===== src/rtl/dma_hs_pkg.sv =====
package dma_hs_pkg;
  localparam int ADDR_W = 3;

  localparam logic [ADDR_W-1:0] RA_COUNT = 3'd0;
  localparam logic [ADDR_W-1:0] RA_BURST = 3'd1;
  localparam logic [ADDR_W-1:0] RA_MODE  = 3'd2;
  localparam logic [ADDR_W-1:0] RA_EP    = 3'd3;
  localparam logic [ADDR_W-1:0] RA_CMD   = 3'd4;
  localparam logic [ADDR_W-1:0] RA_STAT  = 3'd5;

  typedef enum logic [1:0] {
    ST_IDLE = 2'd0,
    ST_BEAT = 2'd1,
    ST_GAP  = 2'd2
  } hs_state_t;

  typedef struct packed {
    logic ack_inv;
    logic req_inv;
    logic bus32;
  } hs_mode_t;
endpackage


===== src/rtl/dma_hs_regs.sv =====
module dma_hs_regs
  import dma_hs_pkg::*;
#(
  parameter int CNT_W   = 16,
  parameter int BURST_W = 8,
  parameter int EP_W    = 4
) (
  input  logic               clk,
  input  logic               rst,
  input  logic               we,
  input  logic [ADDR_W-1:0]  addr,
  input  logic [CNT_W-1:0]   wdata,
  output logic [CNT_W-1:0]   count_q,
  output logic [BURST_W-1:0] burst_q,
  output hs_mode_t           mode_q,
  output logic [EP_W-1:0]    ep_q,
  output logic               go_rd,
  output logic               go_wr,
  output logic               done_clr
);
  always_ff @(posedge clk) begin
    if (rst) begin
      count_q <= '0;
      burst_q <= '0;
      mode_q  <= '0;
      ep_q    <= '0;
    end else if (we) begin
      case (addr)
        RA_COUNT: count_q <= wdata;
        RA_BURST: burst_q <= wdata[BURST_W-1:0];
        RA_MODE:  mode_q  <= hs_mode_t'(wdata[2:0]);
        RA_EP:    ep_q    <= wdata[EP_W-1:0];
        default:  ;
      endcase
    end
  end

  always_comb begin
    go_rd    = we && (addr == RA_CMD) && wdata[0];
    go_wr    = we && (addr == RA_CMD) && wdata[1];
    done_clr = we && (addr == RA_STAT) && wdata[0];
  end
endmodule


===== src/rtl/dma_hs_downcnt.sv =====
module dma_hs_downcnt #(
  parameter int W = 16
) (
  input  logic         clk,
  input  logic         rst,
  input  logic         load,
  input  logic [W-1:0] load_val,
  input  logic         dec,
  input  logic [W-1:0] step,
  output logic [W-1:0] value,
  output logic         last
);
  assign last = (value <= step);

  always_ff @(posedge clk) begin
    if (rst)       value <= '0;
    else if (load) value <= load_val;
    else if (dec)  value <= last ? '0 : value - step;
  end
endmodule


===== src/rtl/dma_hs_ctrl.sv =====
module dma_hs_ctrl
  import dma_hs_pkg::*;
(
  input  logic clk,
  input  logic rst,
  input  logic go_rd,
  input  logic go_wr,
  input  logic count_zero,
  input  logic ack_act,
  input  logic byte_last,
  input  logic burst_last,
  input  logic done_clr,
  output logic req_act,
  output logic busy,
  output logic done,
  output logic dir_wr,
  output logic load_all,
  output logic load_burst,
  output logic dec
);
  hs_state_t state, nxt;
  logic      done_set;

  always_comb begin
    nxt        = state;
    load_all   = 1'b0;
    load_burst = 1'b0;
    dec        = 1'b0;
    done_set   = 1'b0;
    case (state)
      ST_IDLE: begin
        if (go_rd || go_wr) begin
          if (count_zero) begin
            done_set = 1'b1;
          end else begin
            load_all = 1'b1;
            nxt      = ST_BEAT;
          end
        end
      end
      ST_BEAT: begin
        if (ack_act) begin
          dec = 1'b1;
          if (byte_last) begin
            done_set = 1'b1;
            nxt      = ST_IDLE;
          end else if (burst_last) begin
            nxt = ST_GAP;
          end
        end
      end
      ST_GAP: begin
        load_burst = 1'b1;
        nxt        = ST_BEAT;
      end
      default: nxt = ST_IDLE;
    endcase
  end

  always_ff @(posedge clk) begin
    if (rst) begin
      state  <= ST_IDLE;
      done   <= 1'b0;
      dir_wr <= 1'b0;
    end else begin
      state <= nxt;
      if (done_set)      done <= 1'b1;
      else if (done_clr) done <= 1'b0;
      if (load_all)      dir_wr <= go_wr;
    end
  end

  assign req_act = (state == ST_BEAT);
  assign busy    = (state != ST_IDLE);
endmodule


===== src/rtl/dma_burst_hs.sv =====
module dma_burst_hs
  import dma_hs_pkg::*;
#(
  parameter int CNT_W   = 16,
  parameter int BURST_W = 8,
  parameter int EP_W    = 4
) (
  input  logic             clk,
  input  logic             rst,
  input  logic             cfg_we,
  input  logic [2:0]       cfg_addr,
  input  logic [CNT_W-1:0] cfg_wdata,
  input  logic             dma_ack,
  output logic             dma_req,
  output logic             busy,
  output logic             done,
  output logic             xfer_dir_wr,
  output logic [EP_W-1:0]  ep_sel,
  output logic [CNT_W-1:0] bytes_left
);
  localparam int WIDE_BYTES   = 4;
  localparam int NARROW_BYTES = 2;

  logic [CNT_W-1:0]   count_q;
  logic [BURST_W-1:0] burst_q;
  hs_mode_t           mode_q;
  logic [EP_W-1:0]    ep_q;
  logic               go_rd, go_wr, done_clr;
  logic               req_act, ack_act;
  logic               load_all, load_burst, dec;
  logic               byte_last, burst_last;
  logic [CNT_W-1:0]   step;
  logic [BURST_W-1:0] step_b;
  logic [BURST_W-1:0] eff_burst;
  logic [BURST_W-1:0] burst_left;

  dma_hs_regs #(.CNT_W(CNT_W), .BURST_W(BURST_W), .EP_W(EP_W)) u_regs (
    .clk(clk), .rst(rst), .we(cfg_we), .addr(cfg_addr), .wdata(cfg_wdata),
    .count_q(count_q), .burst_q(burst_q), .mode_q(mode_q), .ep_q(ep_q),
    .go_rd(go_rd), .go_wr(go_wr), .done_clr(done_clr)
  );

  assign step      = mode_q.bus32 ? CNT_W'(WIDE_BYTES) : CNT_W'(NARROW_BYTES);
  assign step_b    = mode_q.bus32 ? BURST_W'(WIDE_BYTES) : BURST_W'(NARROW_BYTES);
  assign eff_burst = (burst_q < step_b) ? step_b : burst_q;
  assign ack_act   = dma_ack ^ mode_q.ack_inv;

  dma_hs_downcnt #(.W(CNT_W)) u_bytes (
    .clk(clk), .rst(rst), .load(load_all), .load_val(count_q),
    .dec(dec), .step(step), .value(bytes_left), .last(byte_last)
  );

  dma_hs_downcnt #(.W(BURST_W)) u_burst (
    .clk(clk), .rst(rst), .load(load_all || load_burst), .load_val(eff_burst),
    .dec(dec), .step(step_b), .value(burst_left), .last(burst_last)
  );

  dma_hs_ctrl u_ctrl (
    .clk(clk), .rst(rst), .go_rd(go_rd), .go_wr(go_wr),
    .count_zero(count_q == '0), .ack_act(ack_act),
    .byte_last(byte_last), .burst_last(burst_last), .done_clr(done_clr),
    .req_act(req_act), .busy(busy), .done(done), .dir_wr(xfer_dir_wr),
    .load_all(load_all), .load_burst(load_burst), .dec(dec)
  );

  always_ff @(posedge clk) begin
    if (rst)           ep_sel <= '0;
    else if (load_all) ep_sel <= ep_q;
  end

  assign dma_req = req_act ^ mode_q.req_inv;
endmodule


===== config.mk =====
export PLATFORM = sky130hd
export DESIGN_NAME = dma_burst_hs
export DESIGN_NICKNAME = d
export VERILOG_FILES = /design/src/rtl/dma_hs_pkg.sv /design/src/rtl/dma_hs_regs.sv /design/src/rtl/dma_hs_downcnt.sv /design/src/rtl/dma_hs_ctrl.sv /design/src/rtl/dma_burst_hs.sv
export SDC_FILE = /design/constraint.sdc
export NUM_CORES = 1
export LEC_CHECK = 0
export BUFFER_PORTS_ARGS = -buffer_cell sky130_fd_sc_hd__buf_4
export CAP_MARGIN = 5
export CORE_UTILIZATION = 25
export DETAILED_ROUTE_END_ITERATION = 12
export GPL_ROUTABILITY_DRIVEN = 0
export PLACE_DENSITY = 0.51
export SLEW_MARGIN = 25
export SYNTH_ARGS = -nofsm -noshare
export SYNTH_HDL_FRONTEND = slang
export SYNTH_SLANG_ARGS = --single-unit

===== constraint.sdc =====
create_clock -name clk -period 2.64 [get_ports clk]
set_input_delay 0.264 -clock clk [delete_from_list [all_inputs] [get_ports clk]]
set_output_delay 0.264 -clock clk [all_outputs]
set_load 0.1 [all_outputs]

Word level (Yosys, flattened, before mapping)
Cells that the tools add are included.
{"block": "classes", "order_cmp": 3, "n_addsub": 2, "muxes": 28, "bitwise_logic": 2, "n_eq_ne": 11, "n_reduce_logical": 19}
{"operator": "16-bit two-way mux", "count": 3}
{"operator": "8-bit two-way mux", "count": 4}
{"operator": "16-bit by 3-bit less-or-equal comparator with 1-bit output", "count": 1}
{"operator": "16-bit zero test", "count": 1}
{"operator": "16-bit by 3-bit subtractor with 16-bit output", "count": 1}
{"operator": "1-bit two-way mux", "count": 12}
{"operator": "2-bit two-way mux", "count": 5}
{"operator": "8-bit by 3-bit less-or-equal comparator with 1-bit output", "count": 1}
{"operator": "8-bit by 3-bit < comparator with 1-bit output", "count": 1}
{"operator": "2-bit AND reduction", "count": 4}
{"operator": "2-bit nonzero test", "count": 4}
{"operator": "8-bit by 3-bit subtractor with 8-bit output", "count": 1}
{"operator": "3-bit by 2-bit equality test with 1-bit output, second input constant", "count": 2}
{"operator": "3-bit equality test, second input constant", "count": 2}
{"operator": "3-bit two-way mux", "count": 2}
{"operator": "2-bit case mux with 3 select lines", "count": 1}
{"operator": "1-bit logical AND", "count": 5}
{"operator": "2-bit by 1-bit != test with 1-bit output, second input constant", "count": 2}
{"operator": "4-bit AND reduction", "count": 1}
{"operator": "3-bit by 1-bit equality test with 1-bit output, second input constant", "count": 1}
{"operator": "3-bit zero test", "count": 1}
{"operator": "3-bit by 1-bit != test with 1-bit output, second input constant", "count": 1}
{"operator": "2-bit by 1-bit equality test with 1-bit output, second input constant", "count": 1}
{"operator": "2-bit equality test, second input constant", "count": 1}
{"operator": "5 further kinds", "count": 7}
{"block": "totals", "output_inout_bits": 24, "wordCells": 77, "reg_bits": 63, "input_bits": 23}

Longest topological paths before layout
Gate-level depths: netlist of the first run.
{"block": "logic_depth", "ltp_word": 8, "mapped_depth": 9, "mapped_depth_nobuf": 9}

Cells and area by module
Synthesis of the first run repeated with hierarchy kept, for this count alone.
{"block": "hier_totals", "cells_unflattened": 506, "area_unflattened_um2": 4334.2}
{"module": "dma_hs_downcnt at u_bytes", "cells_each": 222, "seq_area_each_um2": 320.3, "area_per_inst_um2": 1649.1, "n_inst": 1}
{"module": "dma_hs_regs", "cells_each": 130, "seq_area_each_um2": 620.6, "area_per_inst_um2": 1370.1, "n_inst": 1}
{"module": "dma_hs_downcnt at u_burst", "cells_each": 91, "seq_area_each_um2": 160.2, "area_per_inst_um2": 765.7, "n_inst": 1}
{"module": "dma_burst_hs", "cells_each": 38, "seq_area_each_um2": 80.1, "area_per_inst_um2": 335.3, "n_inst": 1}
{"module": "dma_hs_ctrl", "cells_each": 25, "seq_area_each_um2": 80.1, "area_per_inst_um2": 214.0, "n_inst": 1}

Worst setup path before layout of the first run
Ideal clock, no wire load.
{"block": "synth_path", "path_kind": "flip-flop to flip-flop", "start": "register u_bytes.value[1]", "end": "register u_bytes.value[15]", "path_buffers": 0, "t_required_ns": 2.508, "setup_time_ns": 0.132, "setup_slack_ns": 0.061, "period_less_slack_ns": 2.579, "path_stages_with_launch": 10, "arrival_ns": 2.446, "cell_sequence": "dfxtp_1 -> inv_1 -> ha_1 -> inv_1 -> fa_1 -> nor3_1 -> nand4b_1 -> or4_1 -> nand3_1 -> a21oi_1"}
{"block": "synth_via", "elab_chain_len": 4, "word_cells_on_any_way": 5, "classes_between": "add/sub (1); order compare (1); mux (3)"}
{"element": "from (decl)", "line": "dma_hs_downcnt.sv:10", "rtl": "output logic [W-1:0] value,"}
{"element": "from (signal assigned)", "line": "dma_hs_downcnt.sv:17", "rtl": "else if (load) value <= load_val;"}
{"element": "from (signal assigned)", "line": "dma_hs_downcnt.sv:18", "rtl": "else if (dec) value <= last ? '0 : value - step;"}
{"element": "16-bit by 3-bit subtractor with 16-bit output or 16-bit by 3-bit less-or-equal comparator with 1-bit output (tied branches)", "line": "dma_hs_downcnt.sv:18, dma_hs_downcnt.sv:13"}
{"element": "16-bit two-way mux * (2 in a row)", "line": "dma_hs_downcnt.sv:18"}
{"element": "16-bit two-way mux *", "line": "dma_hs_downcnt.sv:17"}
Every way passes the cells marked *; elsewhere a longest branch is shown, timed or not. The select of a mux whose other input is x is not followed.
A chain may end at the register's enable or synchronous reset.

Final worst setup path of the first run
{"block": "layout_path", "start": "register u_regs.mode_q[0] (netlist name)", "end": "register u_bytes.value[15]"}
{"block": "layout_via", "elab_chain_len": 5, "word_cells_on_any_way": 6, "classes_between": "add/sub (1); order compare (1); mux (4)"}
{"element": "3-bit two-way mux *", "line": "dma_burst_hs.sv:43", "rtl": "assign step = mode_q.bus32 ? CNT_W'(WIDE_BYTES) : CNT_W'(NARROW_BYTES);"}
{"element": "16-bit by 3-bit subtractor with 16-bit output or 16-bit by 3-bit less-or-equal comparator with 1-bit output (tied branches)", "line": "dma_hs_downcnt.sv:18, dma_hs_downcnt.sv:13"}
{"element": "16-bit two-way mux * (2 in a row)", "line": "dma_hs_downcnt.sv:18"}
{"element": "16-bit two-way mux *", "line": "dma_hs_downcnt.sv:17"}
Marks and branches as above.

==> impl_results.md, run 1 <==
- CTS Root Buffer Type: clkbuf_16
- Max IR drop VDD: between 0.3 and 0.4 mV
- Vias in the first global route: 2703
- Leak: around 1.5 nW
- DRC viols: 0
- Die Area: around 13000 um^2
- Delay of the slowest critical-path stage: around 450 ps
- Met2 Use GR: 0.226
- Die X: 114 um
- Period utilization: 0.883
- Count of different cell masters after synthesis: 51
- Slew Viols, Final: 0
- Initial Util: 0.259
- Worst Setup Path Type: register to register
- Clock sinks: 63
- Crit end category: register
- Final setup margin: approximately 310 ps
- CTS tree: built
- Synthesized flop and latch total: between 60 and 70
- Non-filler cells, final: slightly below 600
- Routed vias/inst: slightly below 5
- Post-CTS Setup Inserts: 0
- Setup violators final: 0
- H-tree depth: 3
- Synth-to-Final Area Change: 27.2%
- Area share of the largest cell type after synthesis: 0.403
- Slew Limit Headroom: 0.513
- Hold buffer count at CTS: 0
- Global-route wire length before repair: around 14000 um
- CP max FO: 7
- Resize count post-CTS: 0
- Largest net degree at the start of global routing: 66
- Top cells by area, synth: dfxtp_1 40%, nand2_1 7.1%, a21oi_1 5.4%
- Final instance area: 3980 um^2
- CP delay by family, top: simple AND/OR/NAND/NOR gates
- Hold violation count in the final report: 0
- Clk buf depth: 2
- Avg Inst Size Synth: ~8.3 um^2
- DR pass1 iterations: 6
- Post-synth top area cell: dfxtp_1
- Worst Path Arrival: 2510 ps
- Min Clock Period, post-route: approximately 2300 ps
- Post-synth EDFFs: 0
- Placed Cells: slightly below 600
- Async SR Flop Fraction: 0
- GRT Overall Usage: 0.140
- Worst hold path class: primary input to register
- CP max stage cell: or4_1
- Std cell rows: 40
- Via Count: between 2000 and 3000
- Syn Inst Count: roughly 380
- Post-Synthesis Net Count: approximately 400
- Io pins: 47
- Antenna-violating nets left: 0
- Layout cells sized above 1: 0.195
- Final #Nets: between 400 and 500
- Placed cell areas: ~3700 um^2
- CTS clk-pin slew, worst paths: ~60 ps
- Setup TNS: 0 ps
- Clock latency on the worst-skew pair: approximately 330 ps
- Ys Warns: 0
- CP Buf/Inv Count: 2
- Die height: 114 um
- Register area share after synthesis: 0.403
- Overflow after GRT: 0
- Most frequent cell after synthesis: dfxtp_1
- RSZ-0062 raised after global routing: no
- Post-Place Worst Slack: around 230 ps
- Initial DRC Count: approximately 260
- Routed len/inst: around 15 um
- PortBufs: 46
- Diode count: 0
- Synth top cells by count: 63 x dfxtp_1, 59 x nand2_1, 45 x nor2_1, 34 x a21oi_1, 15 x mux2i_1
- Status: finished, final reports clean
- Cell Pwr Density: approximately 650 nW/um^2
- GRT met1 Usage: 0.186
- Synth Cell Area: around 3100 um^2
- Top FF cell, synth: dfxtp_1
- HPWL after detailed placement: just over 6000 um
- Met3 global-route usage: 0.0228
- FILL cells: ~1300
- Worst-Margin Slew: 730 ps
- Core Region: ~12000 um^2
- Layout Skew: 6.89 ps
- Max Freq: around 430 MHz
- Startpoint Class: register
- Required @ worst endpoint: 2820 ps
- Initial antenna violation count: 0
- Most Crowded Layer GR: met2
- Max-capacitance violation count: 0
- CTS Buf Count: 9
- Ordered cell list for the critical path: inv_2 > ha_1 > inv_1 > fa_1 > nor3_1 > nand4b_1 > or4_1 > nand3_1 > a21oi_1
- Drt total wl: ~8800 um
[state kept, by name, indices dropped and copies added, names as in the netlist]
signal          cells
ep_sel              4
u_burst.value       8
u_ctrl.state        2
u_regs.count_q     16
u_regs.mode_q       3
u_regs.burst_q      8
u_regs.ep_q         4
u_ctrl.done         1
u_bytes.value      16
u_ctrl.dir_wr       1
[kinds of logic (layout without fill, tap and decap cells)]
group,Yosys count,in the layout,share of synthesized area
xor+xnor,10,10,0.0280
flops,63,63,0.403
simple gates,168,168,0.254
mux,15,15,0.0479
compound gates,83,83,0.189
buf+inv,31,80,0.0459
fa+ha+maj,7,7,0.0328
[worst min-delay path, cell delays in order]
cell and delay [ps]:
buf_4 110, nand2_1 40, a21oi_1 50
[routing by layer]
layer  vias up  routed length [um]
li1       1448                   -
met1      1395                4260
met2        52                4070
met3        13                 250
met4         0                 171
met5         -                   0
[final timing paths]
kind / from / end / slack [ps] / depth (start not counted)
max: u_regs.mode_q[0] / u_bytes.value[15] / 310 / 9
min: cfg_wdata[9] / u_regs.count_q[9] / 180 / 3
max reg2reg: u_regs.mode_q[0] / u_bytes.value[15] / 310 / 9
min reg2reg: u_regs.ep_q[0] / ep_sel[0] / 450 / 2
[report_power, final]
group	total, mW	internal, mW	switching [mW]
clock	1.32	0.857	0.462
sequential	0.987	0.969	0.0185
combinational	0.301	0.106	0.195
total	2.61	1.93	0.676
[cell type report]
type | count | area, um^2 | share of cell area
clock buffers | 10 | 239 | 0.0600
clock inverters | 6 | 92.6 | 0.0232
repair buffers | 52 | 403 | 0.101
well taps | 168 | 210 | 0.0528
flip-flops and latches | 63 | 1260 | 0.317
inverters | 12 | 45.0 | 0.0113
multi-input cells | 283 | 1730 | 0.435
[placed cells by master (no fill, tap or decap), types with 7 or more instances in the layout]
| cell | instances |
|---|---|
| mux2i_1 | 15 |
| a221oi_1 | 7 |
| clkbuf_16 | 9 |
| inv_1 | 11 |
| a21oi_1 | 34 |
| nor2_1 | 45 |
| dfxtp_1 | 63 |
| o21ai_0 | 7 |
| nand2_1 | 59 |
| nor3_1 | 12 |
| buf_4 | 51 |
| nand3_1 | 9 |
| nor4_1 | 10 |
[metrics by stage]
step / hold slack [ps] / util / total power, mW
2_1_floorplan: 400 / - / 1.21
3_3_place_gp: 446 / 0.301 / 1.31
3_5_place_dp: 451 / 0.301 / 1.31
4_1_cts: 175 / 0.329 / 2.62
5_1_grt: 191 / 0.329 / 2.69
6_report: 180 / 0.329 / 2.61
Power figures use the tool's default switching activity.
==> run 2: changes to the inputs <==
--- a/config.mk
+++ b/config.mk
@@ -11,6 +11,7 @@
 export DETAILED_ROUTE_END_ITERATION = 12
 export GPL_ROUTABILITY_DRIVEN = 0
 export PLACE_DENSITY = 0.51
+export SETUP_SLACK_MARGIN = 0.5
 export SLEW_MARGIN = 25
 export SYNTH_ARGS = -nofsm -noshare
 export SYNTH_HDL_FRONTEND = slang
==> constraint.sdc (replaced) <==
create_clock -name clk -period 2.8 [get_ports clk]
set_input_delay 0.28 -clock clk [delete_from_list [all_inputs] [get_ports clk]]
set_output_delay 0.28 -clock clk [all_outputs]
set_load 0.1 [all_outputs]
==> run 2 against run 1 <==
Compared with the run above:
- worst setup slack gained 310 ps
- sequential cell count is the same
- non-clock buffer count grew 2
- count of clock-buffer cells in the layout shrank 1
- power shrank 7.2%
- sequential share of layout area shrank 0.16 points
- cell count grew 0.17%
- critical path depth shrank 3
- largest power group unchanged
==> impl_results.md, run 2 (synthesized netlist as in run 1, its figures left out) <==
- Routed vias/inst: 4.95 (was 4.90)
- CTS tree: built (unchanged)
- Worst hold path class: primary input to register (unchanged)
- Max-capacitance violation count: 0 (unchanged)
- Largest net degree at the start of global routing: 66 (unchanged)
- Layout Skew: 5.49 ps (was 6.89 ps)
- Commonest non-fill, non-tap cell in the layout: nand2_1 (was dfxtp_1)
- Die height: 114 um (unchanged)
- Via Count: 2946 (was 2908)
- Worst Path Arrival: 2410 ps (was 2510 ps)
- Max IR drop VDD: 0.287 mV (was 0.316 mV)
- Setup TNS: 0 ps (unchanged)
- Antenna-violating nets left: 0 (unchanged)
- Reg2Reg Depth: 6 (was 9)
- Drt total wl: 9020 um (was 8760 um)
- Clk buf depth: 2 (unchanged)
- Hold buffer count at CTS: 0 (unchanged)
- CTS clk-pin slew, worst paths: 60 ps (about the same)
- DRC viols: 0 (unchanged)
- Status: finished, final reports clean (unchanged)
- Layout cells sized above 1: 0.225 (was 0.195)
- Routed len/inst: 15.2 um (was 14.7 um)
- Global-route wire length before repair: 14500 um (was 14200 um)
- Vias in the first global route: 2849 (was 2703)
- Clock latency on the worst-skew pair: 330 ps (about the same)
- Startpoint Class: register (unchanged)
- Die X: 114 um (unchanged)
- CTS Root Buffer Type: clkbuf_16 (unchanged)
- Diode count: 0 (unchanged)
- Slew Limit Headroom: 0.502 (was 0.513)
- Largest regs: u_bytes.value x16, u_regs.count_q x16 (unchanged)
- Hold WS: 202 ps (was 180 ps)
- Worst Setup Path Type: register to register (unchanged)
- Final #Nets: 453 (was 451)
- Leak: 1.53 nW (was 1.52 nW)
- CP max FO: 27 (was 7)
- DR pass1 iterations: 4 (was 6)
- RR Startpoint: u_regs.count_q[9] (was u_regs.mode_q[0])
- Ordered cell list for the critical path: nor4_1 > and4_1 > or3_1 > buf_4 > nor2_1 > a311oi_2 (was inv_2 > ha_1 > inv_1 > fa_1 > nor3_1 > nand4b_1 > or4_1 > nand3_1 > a21oi_1)
- Initial antenna violation count: 0 (unchanged)
- Crit end category: register (unchanged)
- Core Region: 12100 um^2 (unchanged)
- Setup violators final: 0 (unchanged)
- Max Freq: 458 MHz (was 429 MHz)
- GRT Overall Usage: 0.144 (was 0.140)
- Overflow after GRT: 0 (unchanged)
- Required @ worst endpoint: 3030 ps (was 2820 ps)
- Io pins: 47 (unchanged)
- Synth-to-Final Area Change: 28.6% (was 27.2%)
- CP endpoint: u_bytes.value[5] (was u_bytes.value[15])
- CTS Buf Count: 9 (unchanged)
- R2R Path End: u_bytes.value[5] (was u_bytes.value[15])
- HPWL after detailed placement: 6110 um (was 6220 um)
- Slew Viols, Final: 0 (unchanged)
- Pwr Total: 2.42 mW (was 2.61 mW)
- Die Area: 13000 um^2 (unchanged)
- R2r setup slk: 620 ps (was 310 ps)
- HP Start: cfg_wdata[10] (was cfg_wdata[9])
- Delay of the slowest critical-path stage: 490 ps (was 450 ps)
- CP max stage cell: nor4_1 (was or4_1)
- Worst-Margin Slew: 744 ps (was 730 ps)
- Initial Util: 0.259 (unchanged)
- PortBufs: 46 (unchanged)
- Min Clock Period, post-route: 2180 ps (was 2330 ps)
- Cell Pwr Density: 601 nW/um^2 (was 655 nW/um^2)
- RSZ-0062 raised after global routing: no (unchanged)
- CP startpoint: u_regs.count_q[9] (was u_regs.mode_q[0])
- Clock sinks: 63 (unchanged)
- H-tree depth: 3 (unchanged)
- Std cell rows: 40 (unchanged)
- Initial DRC Count: 238 (was 262)
- Period utilization: 0.779 (was 0.883)
- Hold violation count in the final report: 0 (unchanged)
- Commonest non-fill, non-tap cells in the layout: 59 x nand2_1, 57 x dfxtp_1, 52 x buf_4 (was 63 x dfxtp_1, 59 x nand2_1, 51 x buf_4)
-- run 2: cell count changes in the layout (fill, tap and decap cells not counted), moves of 2 or more --
cell | previous run | this run
dfxtp_2 | 0 | 6
nor4_2 | 0 | 2
dfxtp_1 | 63 | 57
nor4_1 | 10 | 8
clkinv_2 | 0 | 2
-- run 2: stage by stage --
stage,area [um^2],cells,setup WS [ps],utilization
6_report,4030,595,618,0.332
5_1_grt,4030,595,503,0.332
4_1_cts,3970,592,509,0.328
3_5_place_dp,3650,577,489,0.301
3_3_place_gp,3650,577,548,0.301
2_1_floorplan,3150,377,539,-
-- run 2: cell type report --
type,instances,area [um^2]
well taps,168,210
fillers,1307,8090
inverters,12,45.0
clock buffers,9,225
repair buffers,54,407
flip-flops and latches,63,1270
clock inverters,6,86.3
multi-input cells,283,1780
-- run 2: timing repair --
item	in CTS	in global routing
resized for setup	1	8
gates cloned	0	1
setup endpoints to repair	1	21
pin swaps	0	2
setup buffers	0	2
endpoints found under the hold margin	0	0
-- run 2: worst max-delay path: cells and delay by family, from the launching register on --
family	cells	cell delay [ps]
buf+inv	1	310
simple gates	4	1170
flops	1	340
compound gates	1	240
-- run 2: how the worst min path moves through the flow --
stage,end,depth (start not counted),slack [ps]
2_1_floorplan,u_regs.count_q[0],2,420
3_3_place_gp,u_ctrl.dir_wr,2,440
3_5_place_dp,ep_sel[2],2,450
4_1_cts,u_regs.burst_q[6],3,200
5_1_grt,u_regs.count_q[10],3,210
6_report,u_regs.count_q[10],3,200
-- run 2: routing by layer --
layer  wire length [um]  track usage
met1               4210        0.189
met2               4320        0.229
met3                313       0.0250
met4                165       0.0649
met5                  0            0
-- run 2: power breakdown --
part	switching, mW	leakage [nW]	internal [mW]
sequential	0.0189	0.512	0.914
clock	0.419	0.151	0.772
combinational	0.190	0.868	0.105
==> run 3: changes to the inputs <==
--- a/config.mk
+++ b/config.mk
@@ -5,6 +5,7 @@
 export SDC_FILE = /design/constraint.sdc
 export NUM_CORES = 1
 export LEC_CHECK = 0
+export ABC_AREA = 1
 export BUFFER_PORTS_ARGS = -buffer_cell sky130_fd_sc_hd__buf_4
 export CAP_MARGIN = 5
 export CORE_UTILIZATION = 25
==> constraint.sdc (replaced) <==
create_clock -name clk -period 2.2 [get_ports clk]
set_input_delay 0.22 -clock clk [delete_from_list [all_inputs] [get_ports clk]]
set_output_delay 0.22 -clock clk [all_outputs]
set_load 0.1 [all_outputs]
==> run 3 against run 2 <==
Compared with the run above:
- the run now ends with DRC left
- critical path depth increased by 6
- via count increased by 15%
- register-to-register slack got worse by 110 ps
- non-clock buffer count increased by 13
- sequential cell count unchanged
- sequential share of layout area decreased by 3.2 points
- cell area increased by 14%
- worst hold slack got worse by 51 ps
- largest cell class unchanged
==> impl_results.md, run 3 <==
- Final setup margin: 504 ps (was 618 ps)
- Post-synth top area cell: dfxtp_1 (unchanged)
- Most frequent CP cell: nand2_1
- Die X: 118 um (was 114 um)
- RR Startpoint: u_regs.mode_q[0] (was u_regs.count_q[9])
- Global-route wire length before repair: 15200 um (was 14500 um)
- Worst-Margin Slew: 500 ps (was 744 ps)
- Post-Synthesis Net Count: 530 (was 407)
- CP max stage cell: dfxtp_4 (was nor4_1)
- Routed vias/inst: 4.57 (was 4.95)
- Vias in the first global route: 3022 (was 2849)
- Crit end category: register (unchanged)
- CP startpoint: u_regs.mode_q[0] (was u_regs.count_q[9])
- Reg2Reg Depth: 12 (was 6)
- CP Buf/Inv Count: 3 (was 1)
- Synth Cell Area: 3380 um^2 (was 3130 um^2)
- Count of different cell masters after synthesis: 35 (was 51)
- Initial DRC Count: 218 (was 238)
- Commonest non-fill, non-tap cell in the layout: nor2_1 (was nand2_1)
- Non-filler cells, final: 741 (was 595)
- Placed Cells: 712 (was 577)
- RSZ-0062 raised after global routing: yes (was no)
- Clk buf depth: 2 (unchanged)
- Worst Setup Path Type: register to register (unchanged)
- Core Region: 13200 um^2 (was 12100 um^2)
- Die Area: 14000 um^2 (was 13000 um^2)
- HP Start: cfg_wdata[11] (was cfg_wdata[10])
- Hold buffer count at CTS: 0 (unchanged)
- Die height: 118 um (was 114 um)
- Hold violation count in the final report: 0 (unchanged)
- Largest regs: u_bytes.value x16, u_regs.count_q x16 (unchanged)
- Initial Util: 0.256 (was 0.259)
- Register area share after synthesis: 0.373 (was 0.403)
- Slew Limit Headroom: 0.666 (was 0.502)
- CTS Root Buffer Type: clkbuf_16 (unchanged)
- FILL cells: 1409 (was 1307)
- Max IR drop VDD: 0.323 mV (was 0.287 mV)
- Avg Inst Size Synth: 6.76 um^2 (was 8.31 um^2)
- Period utilization: 0.771 (was 0.779)
- GRT Overall Usage: 0.138 (was 0.144)
- WHS Endpoint: u_regs.count_q[11] (was u_regs.count_q[10])
- Synthesized flop and latch total: 63 (unchanged)
- Layout Skew: 4.64 ps (was 5.49 ps)
- Startpoint Class: register (unchanged)
- CP max FO: 6 (was 27)
- Leak: 2.14 nW (was 1.53 nW)
- Synth-to-Final Area Change: 35.4% (was 28.6%)
- Setup TNS: 0 ps (unchanged)
- DRC viols: 1 (was 0)
- Hold WS: 151 ps (was 202 ps)
- Async SR Flop Fraction: 0 (unchanged)
- Most frequent cell after synthesis: nor2_1 (was dfxtp_1)
- Ordered cell list for the critical path: inv_6 > ha_1 > nand2_1 > inv_1 > nand2_1 > nand2_1 > nand2_2 > nand4_1 > or2_2 > nand3_1 > nand2_1 > inv_1 (was nor4_1 > and4_1 > or3_1 > buf_4 > nor2_1 > a311oi_2)
- PortBufs: 46 (unchanged)
- Final instance area: 4580 um^2 (was 4030 um^2)
- Io pins: 47 (unchanged)
- Std cell rows: 42 (was 40)
- R2R Path End: u_burst.value[1] (was u_bytes.value[5])
- Area share of the largest cell type after synthesis: 0.373 (was 0.403)
- Clock latency on the worst-skew pair: 330 ps (about the same)
- Layout cells sized above 1: 0.269 (was 0.225)
- Slew Viols, Final: 0 (unchanged)
- Initial antenna violation count: 0 (unchanged)
- HPWL after detailed placement: 6790 um (was 6110 um)
- R2r setup slk: 500 ps (was 620 ps)
- Cell Pwr Density: 659 nW/um^2 (was 601 nW/um^2)
- Commonest non-fill, non-tap cells in the layout: 97 x nor2_1, 77 x nand2_1, 62 x buf_4 (was 59 x nand2_1, 57 x dfxtp_1, 52 x buf_4)
- CTS clk-pin slew, worst paths: 50 ps (was 60 ps)
- CTS Buf Count: 9 (unchanged)
- Ys Warns: 0 (unchanged)
- DR pass1 iterations: 9 (was 4)
- Worst Path Arrival: 1970 ps (was 2410 ps)
- Setup violators final: 0 (unchanged)
- Post-synth EDFFs: 0 (unchanged)
- Required @ worst endpoint: 2480 ps (was 3030 ps)
- Hold Path Stages: 3 (unchanged)
- Overflow after GRT: 0 (unchanged)
- Antenna-violating nets left: 0 (unchanged)
- Clock sinks: 63 (unchanged)
- Top FF cell, synth: dfxtp_1 (unchanged)
- CTS tree: built (unchanged)
- Diode count: 0 (unchanged)
- Pwr Total: 3.02 mW (was 2.42 mW)
- Status: complete, but fails checks (was finished, final reports clean)
- Final #Nets: 593 (was 453)
- Placed cell areas: 3970 um^2 (was 3650 um^2)
- Post-Place Worst Slack: 314 ps (was 489 ps)
- Worst hold path class: primary input to register (unchanged)
- Max Freq: 590 MHz (was 458 MHz)
- Largest net degree at the start of global routing: 46 (was 66)
- Syn Inst Count: 500 (was 377)
- Delay of the slowest critical-path stage: 360 ps (was 490 ps)
- Max-capacitance violation count: 0 (unchanged)
- Fin util: 0.347 (was 0.332)
- CP delay by family, top: simple AND/OR/NAND/NOR gates (unchanged)
- Min Clock Period, post-route: 1700 ps (was 2180 ps)
- Failing checks: DRC
- Via Count: 3384 (was 2946)
- Top cells by area, synth: dfxtp_1 37%, nor2_1 12%, nand2_1 9.6% (was dfxtp_1 40%, nand2_1 7.1%, a21oi_1 5.4%)
- Routed len/inst: 13.2 um (was 15.2 um)
- Drt total wl: 9750 um (was 9020 um)
- H-tree depth: 3 (unchanged)
- Synth top cells by count: 104 x nor2_1, 86 x nand2_1, 63 x dfxtp_1, 57 x inv_1, 38 x o21ai_0 (was 63 x dfxtp_1, 59 x nand2_1, 45 x nor2_1, 34 x a21oi_1, 15 x mux2i_1)
## run 3: worst max-delay path by stage
stage,depth (start not counted),end
after floorplan,10,u_burst.value[4]
after global placement,12,u_bytes.value[11]
after detailed placement,12,u_bytes.value[11]
after CTS,11,u_bytes.value[9]
after global routing,12,u_bytes.value[11]
final,12,u_burst.value[1]
## run 3: cell families (layout without fill, tap and decap cells)
| family | after synthesis | count (layout) | synth area share |
|---|---|---|---|
| AOI/OAI and AO/OA | 84 | 84 | 0.136 |
| xor gates and xnor gates | 15 | 15 | 0.0389 |
| adders and majority gates | 7 | 7 | 0.0304 |
| buffers and inverters | 77 | 142 | 0.0952 |
| DFF | 63 | 63 | 0.373 |
| and+or+nand+nor | 254 | 254 | 0.326 |
## run 3: worst min-delay path, stage by stage
cell	delay [ps]
buf_4	70
o21ai_0	70
nor2_1	80
## run 3: layout make-up
class	instances	area (um^2)	area share
Multi-Input combinational cell	360	1950	0.427
Sequential cell	63	1290	0.283
Timing Repair Buffer	67	576	0.126
Clock buffer	12	256	0.0560
Tap cell	176	220	0.0481
Inverter	62	246	0.0539
Clock inverter	1	30.0	0.00656
## run 3: where the power goes
group          switching (mW)  internal (mW)
clock                   0.481          0.919
combinational           0.263          0.166
sequential             0.0218           1.17
total                   0.765           2.25
## run 3: per-layer routing
| metal | GRT usage | vias up | routed length, um | share of wire |
|---|---|---|---|---|
| met2 | 0.204 | 79 | 4300 | 0.44 |
| met1 | 0.191 | 1552 | 4850 | 0.50 |
| li1 | - | 1739 | - | - |
| met4 | 0.0585 | 0 | 173 | 0.018 |
| met5 | 0 | - | 0 | 0 |
| met3 | 0.0309 | 14 | 424 | 0.044 |
## run 3: what timing repair did
action / 4_1_cts / 5_1_grt
cloned: 0 / 3
hold endpoints to repair: 0 / 0
resized for setup: 19 / 27
setup buffers: 4 / 9
setup endpoints to repair: 23 / 23
pin swaps: 5 / 17
